File: config.mk
export PLATFORM = sky130hd
export DESIGN_NAME = pcpu_cmp_timer
export DESIGN_NICKNAME = d
export VERILOG_FILES = /design/src/rtl/ptmr_pkg.sv /design/src/rtl/ptmr_counter.sv /design/src/rtl/ptmr_unit.sv /design/src/rtl/pcpu_cmp_timer.sv
export SDC_FILE = /design/constraint.sdc
export NUM_CORES = 1
export LEC_CHECK = 0
export CORE_UTILIZATION = 30
export CTS_BUF_LIST = sky130_fd_sc_hd__clkbuf_8
export CTS_CLUSTER_DIAMETER = 40
export DETAILED_ROUTE_END_ITERATION = 8
export GPL_TIMING_DRIVEN = 0
export PLACE_DENSITY = 0.56
export SYNTH_ARGS = -nofsm -noshare
export SYNTH_HDL_FRONTEND = slang
export SYNTH_SLANG_ARGS = --single-unit
File: constraint.sdc
create_clock -name clk -period 8.4 [get_ports clk]
set_clock_uncertainty 0.05 [all_clocks]
set_input_delay 2.1 -clock clk [delete_from_list [all_inputs] [get_ports clk]]
set_output_delay 2.1 -clock clk [all_outputs]
set_load 0.005 [all_outputs]
File: src/rtl/ptmr_pkg.sv
package ptmr_pkg;
    localparam int          DATA_W    = 32;
    localparam int          MASK_W    = 6;
    localparam logic [5:0]  MASK_RST  = 6'h32;
    localparam int          CMP_BIT   = 1;
    localparam int          FLAG_BIT  = 31;
    localparam int          PIN_FW    = 6;

    localparam logic [5:0]  A_CFG     = 6'h00;
    localparam logic [5:0]  A_CNT_LO  = 6'h01;
    localparam logic [5:0]  A_CNT_HI  = 6'h02;
    localparam logic [5:0]  A_CNT_USR = 6'h03;

    typedef enum logic [2:0] {
        OFF_PEND  = 3'd0,
        OFF_MASK  = 3'd1,
        OFF_MCLR  = 3'd2,
        OFF_MSET  = 3'd3,
        OFF_CMAP  = 3'd4,
        OFF_OTHER = 3'd5,
        OFF_IDENT = 3'd6,
        OFF_CMP   = 3'd7
    } off_e;
endpackage

File: src/rtl/ptmr_counter.sv
module ptmr_counter
    import ptmr_pkg::*;
#(
    parameter int CNT_W = 32
) (
    input  logic              clk,
    input  logic              rst_n,
    input  logic              cfg_we_i,
    input  logic              cnt_we_i,
    input  logic [DATA_W-1:0] wdata_i,
    output logic              stop_o,
    output logic [CNT_W-1:0]  cnt_o
);
    typedef struct packed {
        logic             stop;
        logic [CNT_W-1:0] cnt;
    } ctr_t;

    ctr_t st_d, st_q;

    always_comb begin
        st_d = st_q;
        if (st_q.stop) begin
            if (cnt_we_i) st_d.cnt = wdata_i[CNT_W-1:0];
        end else begin
            st_d.cnt = st_q.cnt + CNT_W'(1);
        end
        if (cfg_we_i) st_d.stop = wdata_i[0];
    end

    always_ff @(posedge clk) begin
        if (!rst_n) st_q <= '0;
        else        st_q <= st_d;
    end

    assign stop_o = st_q.stop;
    assign cnt_o  = st_q.cnt;

    // running counter advances by one each clock
    a_r2_runs: assert property (@(posedge clk) disable iff (!rst_n)
        !stop_o |=> cnt_o == $past(cnt_o) + CNT_W'(1));

    // halted counter moves only through a counter write
    a_r2_halted: assert property (@(posedge clk) disable iff (!rst_n)
        stop_o && !cnt_we_i |=> $stable(cnt_o));

    // a write while halted loads the value
    a_r3_load: assert property (@(posedge clk) disable iff (!rst_n)
        stop_o && cnt_we_i |=> cnt_o == $past(wdata_i[CNT_W-1:0]));
endmodule

File: src/rtl/ptmr_unit.sv
module ptmr_unit
    import ptmr_pkg::*;
#(
    parameter int CNT_W    = 32,
    parameter int NUM_PROC = 2,
    parameter int NUM_PINS = 6,
    parameter int PROC_W   = 1,
    parameter int PIN_W    = 3
) (
    input  logic                clk,
    input  logic                rst_n,
    input  logic [CNT_W-1:0]    cnt_i,
    input  logic                sel_i,
    input  off_e                off_i,
    input  logic [DATA_W-1:0]   wdata_i,
    output logic                pend_o,
    output logic [MASK_W-1:0]   mask_o,
    output logic                flag_o,
    output logic [PIN_W-1:0]    pin_o,
    output logic [PROC_W-1:0]   other_o,
    output logic [CNT_W-1:0]    cmp_o,
    output logic [NUM_PINS-1:0] tirq_o
);
    typedef struct packed {
        logic              pend;
        logic [MASK_W-1:0] mask;
        logic              flag;
        logic [PIN_W-1:0]  pin;
        logic [PROC_W-1:0] other;
        logic [CNT_W-1:0]  cmp;
    } unit_t;

    unit_t st_d, st_q;
    logic  pin_ok, other_ok;

    assign pin_ok   = 32'(wdata_i[PIN_FW-1:0]) < 32'(NUM_PINS);
    assign other_ok = wdata_i < 32'(NUM_PROC);

    always_comb begin
        st_d = st_q;
        if (cnt_i == st_q.cmp) st_d.pend = 1'b1;
        if (sel_i) begin
            case (off_i)
                OFF_MCLR:  st_d.mask = st_q.mask & ~wdata_i[MASK_W-1:0];
                OFF_MSET:  st_d.mask = st_q.mask | wdata_i[MASK_W-1:0];
                OFF_CMAP:  if (pin_ok) begin
                               st_d.flag = wdata_i[FLAG_BIT];
                               st_d.pin  = wdata_i[PIN_W-1:0];
                           end
                OFF_OTHER: if (other_ok) st_d.other = wdata_i[PROC_W-1:0];
                OFF_CMP:   begin
                               st_d.cmp  = wdata_i[CNT_W-1:0];
                               st_d.pend = 1'b0;
                           end
                default:   ;
            endcase
        end
    end

    always_ff @(posedge clk) begin
        if (!rst_n) begin
            st_q       <= '0;
            st_q.mask  <= MASK_RST;
            st_q.flag  <= 1'b1;
            st_q.cmp   <= '1;
        end else begin
            st_q <= st_d;
        end
    end

    assign pend_o  = st_q.pend;
    assign mask_o  = st_q.mask;
    assign flag_o  = st_q.flag;
    assign pin_o   = st_q.pin;
    assign other_o = st_q.other;
    assign cmp_o   = st_q.cmp;

    for (genvar k = 0; k < NUM_PINS; k++) begin : g_pin
        assign tirq_o[k] = st_q.pend & st_q.mask[CMP_BIT] & st_q.flag
                           & (st_q.pin == PIN_W'(k));
    end

    // a match without a compare write leaves pending set
    a_r5_match_sets: assert property (@(posedge clk) disable iff (!rst_n)
        cnt_i == cmp_o && !(sel_i && off_i == OFF_CMP) |=> pend_o);

    // a compare write clears pending
    a_r7_cmp_clears: assert property (@(posedge clk) disable iff (!rst_n)
        sel_i && off_i == OFF_CMP |=> !pend_o);

    // clear alias removes every written bit
    a_r8_clear_bits: assert property (@(posedge clk) disable iff (!rst_n)
        sel_i && off_i == OFF_MCLR |=> (mask_o & $past(wdata_i[MASK_W-1:0])) == '0);

    // out-of-range pin keeps the map
    a_r9_bad_pin_kept: assert property (@(posedge clk) disable iff (!rst_n)
        sel_i && off_i == OFF_CMAP && !pin_ok |=> $stable(pin_o) && $stable(flag_o));

    // out-of-range remote select keeps the old value
    a_r10_bad_sel_kept: assert property (@(posedge clk) disable iff (!rst_n)
        sel_i && off_i == OFF_OTHER && !other_ok |=> $stable(other_o));

    // the timer drives at most one pin
    a_r6_one_pin: assert property (@(posedge clk) disable iff (!rst_n)
        $onehot0(tirq_o));
endmodule

File: src/rtl/pcpu_cmp_timer.sv
module pcpu_cmp_timer
    import ptmr_pkg::*;
#(
    parameter int CNT_W    = 32,
    parameter int NUM_PROC = 2,
    parameter int NUM_PINS = 6,
    parameter int PROC_W   = (NUM_PROC > 1) ? $clog2(NUM_PROC) : 1
) (
    input  logic                         clk,
    input  logic                         rst_n,
    input  logic [PROC_W-1:0]            proc_id_i,
    input  logic                         wr_en_i,
    input  logic [5:0]                   addr_i,
    input  logic [DATA_W-1:0]            wdata_i,
    output logic [DATA_W-1:0]            rdata_o,
    input  logic [NUM_PROC*NUM_PINS-1:0] shared_irq_i,
    output logic [NUM_PROC*NUM_PINS-1:0] irq_o
);
    localparam int PIN_W = (NUM_PINS > 1) ? $clog2(NUM_PINS) : 1;

    logic              stop;
    logic [CNT_W-1:0]  cnt;
    logic              win_loc, win_oth;
    logic [PROC_W-1:0] target;
    off_e              off;

    logic              pend_a  [NUM_PROC];
    logic [MASK_W-1:0] mask_a  [NUM_PROC];
    logic              flag_a  [NUM_PROC];
    logic [PIN_W-1:0]  pin_a   [NUM_PROC];
    logic [PROC_W-1:0] other_a [NUM_PROC];
    logic [CNT_W-1:0]  cmp_a   [NUM_PROC];
    logic [NUM_PROC*NUM_PINS-1:0] tirq;

    assign win_loc = (addr_i[5:4] == 2'b01) && !addr_i[3];
    assign win_oth = (addr_i[5:4] == 2'b10) && !addr_i[3];
    assign target  = win_oth ? other_a[proc_id_i] : proc_id_i;
    assign off     = off_e'(addr_i[2:0]);

    ptmr_counter #(.CNT_W(CNT_W)) u_ctr (
        .clk      (clk),
        .rst_n    (rst_n),
        .cfg_we_i (wr_en_i && addr_i == A_CFG),
        .cnt_we_i (wr_en_i && addr_i == A_CNT_LO),
        .wdata_i  (wdata_i),
        .stop_o   (stop),
        .cnt_o    (cnt)
    );

    for (genvar p = 0; p < NUM_PROC; p++) begin : g_unit
        ptmr_unit #(
            .CNT_W(CNT_W), .NUM_PROC(NUM_PROC), .NUM_PINS(NUM_PINS),
            .PROC_W(PROC_W), .PIN_W(PIN_W)
        ) u_unit (
            .clk     (clk),
            .rst_n   (rst_n),
            .cnt_i   (cnt),
            .sel_i   (wr_en_i && (win_loc || win_oth) && target == PROC_W'(p)),
            .off_i   (off),
            .wdata_i (wdata_i),
            .pend_o  (pend_a[p]),
            .mask_o  (mask_a[p]),
            .flag_o  (flag_a[p]),
            .pin_o   (pin_a[p]),
            .other_o (other_a[p]),
            .cmp_o   (cmp_a[p]),
            .tirq_o  (tirq[p*NUM_PINS +: NUM_PINS])
        );
    end

    assign irq_o = tirq | shared_irq_i;

    always_comb begin
        rdata_o = '0;
        if (win_loc || win_oth) begin
            case (off)
                OFF_PEND:  rdata_o[CMP_BIT] = pend_a[target];
                OFF_MASK:  rdata_o = DATA_W'(mask_a[target]);
                OFF_CMAP:  begin
                               rdata_o = DATA_W'(pin_a[target]);
                               rdata_o[FLAG_BIT] = flag_a[target];
                           end
                OFF_OTHER: rdata_o = DATA_W'(other_a[target]);
                OFF_IDENT: rdata_o = DATA_W'(target);
                OFF_CMP:   rdata_o = DATA_W'(cmp_a[target]);
                default:   rdata_o = '0;
            endcase
        end else begin
            case (addr_i)
                A_CFG:     rdata_o[0] = stop;
                A_CNT_LO:  rdata_o = DATA_W'(cnt);
                A_CNT_USR: rdata_o = DATA_W'(cnt);
                default:   rdata_o = '0;
            endcase
        end
    end

    // a shared request always reaches its pin
    a_r12_shared_or: assert property (@(posedge clk) disable iff (!rst_n)
        (irq_o & shared_irq_i) == shared_irq_i);

    // upper counter word reads zero
    a_r4_hi_zero: assert property (@(posedge clk) disable iff (!rst_n)
        addr_i == A_CNT_HI |-> rdata_o == '0);
endmodule

# --- Word level (Yosys, flattened, before mapping) ---
# Cells that the tools add are included.
classes:
  addsub: 1
  mul: 0
  div_mod_pow: 0
  order_cmp: 4
  eq_ne: 24
  shifts: 0
  mux: 48
  bitwise: 25
  reduce_logical: 23
op_table:
  columns: ["operator", "n"]
  rows:
  - ["$mux W32", 8]
  - ["$pmux W30 S3", 1]
  - ["$mux W44", 2]
  - ["$eq A32 B32 Y1", 2]
  - ["$add A32 B1 Y32 const B", 1]
  - ["$lt A32 B2 Y1 const B", 1]
  - ["$mux W31", 1]
  - ["$eq A3 B3 Y1 const B", 8]
  - ["$pmux W6 S2", 2]
  - ["$mux W1", 21]
  - ["$eq A3 B2 Y1 const B", 6]
  - ["$mux W6", 3]
  - ["$and A1 B1 Y1", 16]
  - ["$mux W4", 4]
  - ["$and A6 B6 Y6", 2]
  - ["$or A12 B12 Y12", 1]
  - ["$or A6 B6 Y6", 2]
  - ["$reduce_and A3 Y1", 4]
  - ["$eq A3 B1 Y1 const B", 3]
  - ["$logic_not A3 Y1", 3]
  - ["$mux W3", 3]
  - ["$reduce_and A2 Y1", 4]
  - ["$logic_and A1 B1 Y1", 7]
  - ["$eq A6 B1 Y1 const B", 1]
  - ["other kinds (17)", 19]
word_totals:
  reg_bits: 121
  latch_bits: 0
  ram_bits: 0
  rom_bits: 0
  input_bits: 54
  out_inout_bits: 44
  elab_cells: 139
  mem_count: 0

# --- Depth between registers and ports, before layout ---
logic_depth:
  depth_word: 11
  depth_mapped: 7
  mapped_depth_nobuf: 6

# --- By module ---
# From an unflattened synthesis, not the netlist that was laid out.
unflattened:
  cells_unflattened: 979
  area_unflattened_um2: 7548.5
by_module_without_submodules:
  columns: ["module", "n_inst", "cells_each", "area_per_inst_um2", "seq_area_each_um2"]
  rows:
  - ["ptmr_unit", 2, 262, 2057.0, 880.8]
  - ["ptmr_counter", 1, 283, 2293.4, 660.6]
  - ["pcpu_cmp_timer", 1, 172, 1141.1, 0.0]

# --- Worst setup path after synthesis ---
# OpenSTA, ideal clock, no wires.
synth_path:
  path_kind: "input -> output"
  startpoint: "in addr_i[3]"
  endpoint: "out rdata_o[5]"
  t_arrival_ns: 3.555
  t_required_ns: 6.250
  slack_ns: 2.695
  path_stages: 6
  n_path_buf: 1
  path_cell_list: "or4b_4 > mux2i_4 > buf_2 > mux2i_1 > a2bb2oi_1 > o21ai_0"
synth_between:
  elab_chain_cells: 9
  word_cells_on_any_way: 18
  cone_classes: "2 x eq/ne; 10 x mux; 1 x bitwise; 5 x reduce/logical"
synth_rtl:
  columns: ["item", "line_no", "rtl"]
  rows:
  - ["start, declared", "pcpu_cmp_timer.sv:13", "input logic [5:0] addr_i,"]
  - ["$logic_not A1 Y1", "pcpu_cmp_timer.sv:35, pcpu_cmp_timer.sv:36", null]
  - ["$logic_and A1 B1 Y1", "pcpu_cmp_timer.sv:36", "assign win_oth = (addr_i[5:4] == 2'b10) && !addr_i[3];"]
  - ["$mux W1", "pcpu_cmp_timer.sv:37", "assign target = win_oth ? other_a[proc_id_i] : proc_id_i;"]
  - ["$not A1 Y2 (implied by the code)", "pcpu_cmp_timer.sv:78, pcpu_cmp_timer.sv:85", null]
  - ["$mux W32 (implied by the code) or $mux W6 (tied branches) (3 in series)", "pcpu_cmp_timer.sv:85, pcpu_cmp_timer.sv:78", null]
  - ["$pmux W30 S3", "pcpu_cmp_timer.sv:76", "case (off)"]
  - ["$mux W32 (*)", "pcpu_cmp_timer.sv:75", "if (win_loc || win_oth) begin"]
  - ["end, declared", "pcpu_cmp_timer.sv:15", "output logic [DATA_W-1:0] rdata_o,"]
# Mark *: on every way between the ends. The rest lies on a longest branch, timed or not. The select of a mux whose other input is x is not followed.

# --- Final worst setup path ---
layout_path:
  startpoint: "in addr_i[3]"
  endpoint: "out rdata_o[31]"
layout_between:
  elab_chain_cells: 9
  word_cells_on_any_way: 18
  cone_classes: "2 x eq/ne; 10 x mux; 1 x bitwise; 5 x reduce/logical"
layout_rtl:
  columns: ["item", "line_no"]
  rows:
  - ["$logic_not A1 Y1", "pcpu_cmp_timer.sv:35, pcpu_cmp_timer.sv:36"]
  - ["$logic_and A1 B1 Y1", "pcpu_cmp_timer.sv:36"]
  - ["$mux W1", "pcpu_cmp_timer.sv:37"]
  - ["$not A1 Y2 (implied by the code)", "pcpu_cmp_timer.sv:81, pcpu_cmp_timer.sv:85"]
  - ["$mux W32 (implied by the code) or $mux W1 (tied branches) (3 in series)", "pcpu_cmp_timer.sv:85, pcpu_cmp_timer.sv:81"]
  - ["$pmux W30 S3", "pcpu_cmp_timer.sv:76"]
  - ["$mux W32 (*)", "pcpu_cmp_timer.sv:75"]
# Marked as above.

==> metrics.md <==
| Metric | Value |
|---|---|
| Status | `completed` |
| Highest metal used | `met4` |
| Clock-pin slew on the worst setup and hold paths | `0.08 ns` |
| VDD IR-drop max | `0.0766 mV` |
| Chip width | `159 µm` |
| Post-synth top flop | `dfxtp_1` |
| Share of layout cells above drive strength 1 | `7.61%` |
| CP max stage cell | `nor4_1` |
| Max-slew headroom | `30.8%` |
| Worst Tran Pin Value | `1.03 ns` |
| Hold Vio Cnt, Final | `0` |
| Syn Nets | `932` |
| Clk buf depth | `2` |
| Gp weighted congestion | `0.925` |
| Post-synth EDFFs | `0` |
| Top cell types by occurrence after synthesis | `158 x nand2_1, 121 x dfxtp_1, 118 x mux2i_1` |
| Yosys top cell by area | `dfxtp_1` |
| Fill cells | `2,474` |
| Int Power | `0.863 mW` |
| Io pins | `98` |
| Yosys warnings | `0` |
| Tmin final | `7.46 ns` |
| Nets | `1,044` |
| Clk sinks | `121` |
| RSZ-0062 raised after global routing | `no` |
| Crit-path leading delay family | `buffers and inverters` |
| Min-delay worst type | `reg2reg` |
| Die area | `0.0251 mm²` |
| H-tree depth | `4` |
| Remaining Overflow, GRT | `0` |
| WL met3 | `1840 µm` |
| Max Clk Rate | `134 MHz` |
| Buf/Inv on CP | `4` |
| Sequential share of power | `48.4%` |
| Synth top area share | `32.9%` |
| Seq cells post-synth | `121` |
| CP peak stage delay | `0.77 ns` |
| Post-route setup TNS | `0 ns` |
| # Max-Cap Violations | `0` |
| Worst Path Max Fanout | `10` |
| Synthesized area per cell | `8.38 µm²` |
| Worst R2R Start | `u_ctr.cnt_o[1]` |
| PortBufs | `93` |
| DRT Pass-1 Iters | `5` |
| Synth unique cells | `68` |
| Setup crit end kind | `output pin` |
| Global-route wire length before repair | `40,000 µm` |
| TritonCTS clock tree | `done` |
| Startpoint types | `input pin` |
| Vias | `6,991` |
| Switch Pwr | `0.336 mW` |
| Critical Path AT | `5.31 ns` |
| Via/cell ratio | `5.30` |
| Leakage power | `3.75 nW` |
| Synth area leaders | `dfxtp_1 33%, mux2i_1 16%, xnor2_1 9.2%, nand2_1 8.1%, o21ai_0 3.8%` |
| Gate power share | `11.2%` |
| Cell with the most instances after synthesis | `nand2_1` |
| Ys async rst share | `0%` |
| WL final | `26,500 µm` |
| DP HPWL | `19,800 µm` |
| Initial core utilization | `31.0%` |
| Initial antenna violation count | `0` |
| Wl on met1 | `12,500 µm` |
| Switch share | `28.0%` |
| Synth Cell Area | `0.00735 mm²` |
| Crit-path cells | `clkdlybuf4s50_1 > nor4_1 > and2_0 > clkbuf_1 > clkbuf_1 > nand2_1 > o211ai_1 > clkdlybuf4s50_1` |
| Hold buffers post-CTS | `0` |
| Vias in the first global route | `6,516` |
| Root Buffer | `clkbuf_8` |
| Post-Synthesis Cells | `877` |
| Antenna diode count | `0` |
| Clock power frac | `40.4%` |
| Worst-case reg-to-reg path depth | `6` |
| Pwr dens | `133 mW/mm²` |
| Final Cycle Share | `88.8%` |
| Wire length per cell | `20.1 µm` |
| Power Total | `1.20 mW` |
| WP data required | `6.25 ns` |
| Gr usage total | `21.6%` |
| Drt drc | `0` |
| Max-slew violation count | `0` |
| CTS resizes | `0` |
| ANT nets after route | `0` |
| WHS Path Cells | `2` |
| Clk_lat worst skew | `0.46 ns` |
| Critical path type | `in2out` |
| Metal2 WL | `11,600 µm` |
| Setup Viol. Count Final | `0` |
| Iter 0 DRT Violations | `592` |
| Sequential share of the synthesized area | `32.9%` |
| Core ar. | `0.0238 mm²` |
| Setup Fix Bufs, Post-CTS | `0` |
| Reg-to-reg endpoint | `u_ctr.cnt_o[26]` |
| Largest net degree at the start of global routing | `17` |
| Internal reg-to-reg setup slack | `5.74 ns` |
| Chip Height | `159 µm` |
| TritonCTS Buffers | `17` |
| Num rows | `56` |
| Area growth, synth to finish | `22.7%` |
[metal layers]
metal,vias to the layer above,global-route usage [%]
li1,3333,-
met1,3372,30.5
met2,255,32.6
met3,31,4.74
met4,0,6.36
met5,-,0
[metrics by stage]
step	setup WS (ns)	instances	cell area [µm²]	hold WS [ns]	util, %
floorplan	2.70	877	7350	0.388	-
global placement	1.07	1289	8680	0.396	36.6
detailed placement	1.06	1289	8680	0.403	36.6
CTS	1.05	1318	9020	0.413	38.0
global route	0.751	1318	9020	0.437	38.0
finish	0.945	1318	9020	0.410	38.0
[worst max path at each step]
| stage | slack [ns] | depth (start not counted) | endpoint | startpoint |
|---|---|---|---|---|
| floorplan | 2.70 | 6 | rdata_o[5] | addr_i[3] |
| global placement | 1.07 | 8 | rdata_o[9] | addr_i[3] |
| detailed placement | 1.06 | 8 | rdata_o[31] | addr_i[3] |
| CTS | 1.05 | 8 | rdata_o[31] | addr_i[3] |
| global route | 0.75 | 8 | rdata_o[3] | addr_i[3] |
| finish | 0.94 | 8 | rdata_o[31] | addr_i[3] |
[cells in the final DEF, fill, tap and decap left out, drive strengths merged, types with 3 or more instances in the layout]
cell             n
clkdlybuf4s50   93
o211ai          10
a21boi          10
clkbuf          69
nor3             6
clkinv           5
nand3           50
o211a           14
nand4           30
o21bai           3
a21o             4
a2bb2oi          5
and3             6
a211oi           3
mux2i          119
inv              8
or4              4
buf             29
nor2            22
and4             4
and2             4
a22oi            4
a31o             3
xnor2           77
o31a             3
o21ai           57
nor4            17
nand2          158
nor3b            4
nand3b           5
a21oi           12
clkinvlp         6
dfxtp          121
nor2b            6
mux2             3
[power by group through the flow]
stage          registers [mW]  clock network (mW)  logic, mW
2_1_floorplan           0.592                   0     0.0602
3_3_place_gp            0.594                   0      0.134
3_5_place_dp            0.594                   0      0.133
4_1_cts                 0.580               0.490      0.134
5_1_grt                 0.580               0.519      0.143
6_report                0.580               0.484      0.135
[final cells by class]
class,count,area (µm²),area share [%]
multi-input combinational,667,4530,50.2
clock inverter,12,108,1.19
sequential,121,2420,26.8
inverter,8,30.0,0.333
timing repair buffer,93,931,10.3
clock buffer,17,234,2.59
tap,319,399,4.42
buffer,81,374,4.15
[registers in the layout, indices dropped and copies added (netlist names), named ones only]
| register | flops |
|---|---|
| g_unit.u_unit.cmp_o | 64 |
| g_unit.u_unit.flag_o | 2 |
| g_unit.u_unit.other_o | 2 |
| g_unit.u_unit.pend_o | 2 |
| g_unit.u_unit.pin_o | 6 |
| u_ctr.cnt_o | 32 |
| u_ctr.stop_o | 1 |
[worst reg2reg max path: stages, from the launching register on]
cell and delay [ns]:
dfxtp_1 0.55, ha_1 0.33, nand4_1 0.18, nor4_1 0.82, nand4_1 0.23, xnor2_1 0.18
o211a_1 0.21
[kinds of logic (layout without fill, tap and decap cells)]
logic type | Yosys count | count (layout) | share of synthesized area, %
xor+xnor | 78 | 78 | 9.29
fa+ha+maj | 1 | 1 | 0.170
compound gates | 140 | 140 | 12.8
simple gates | 326 | 326 | 22.4
flops | 121 | 121 | 32.9
buf+inv | 89 | 211 | 5.50
mux | 122 | 122 | 16.8
(Power assumes the default switching activity.)
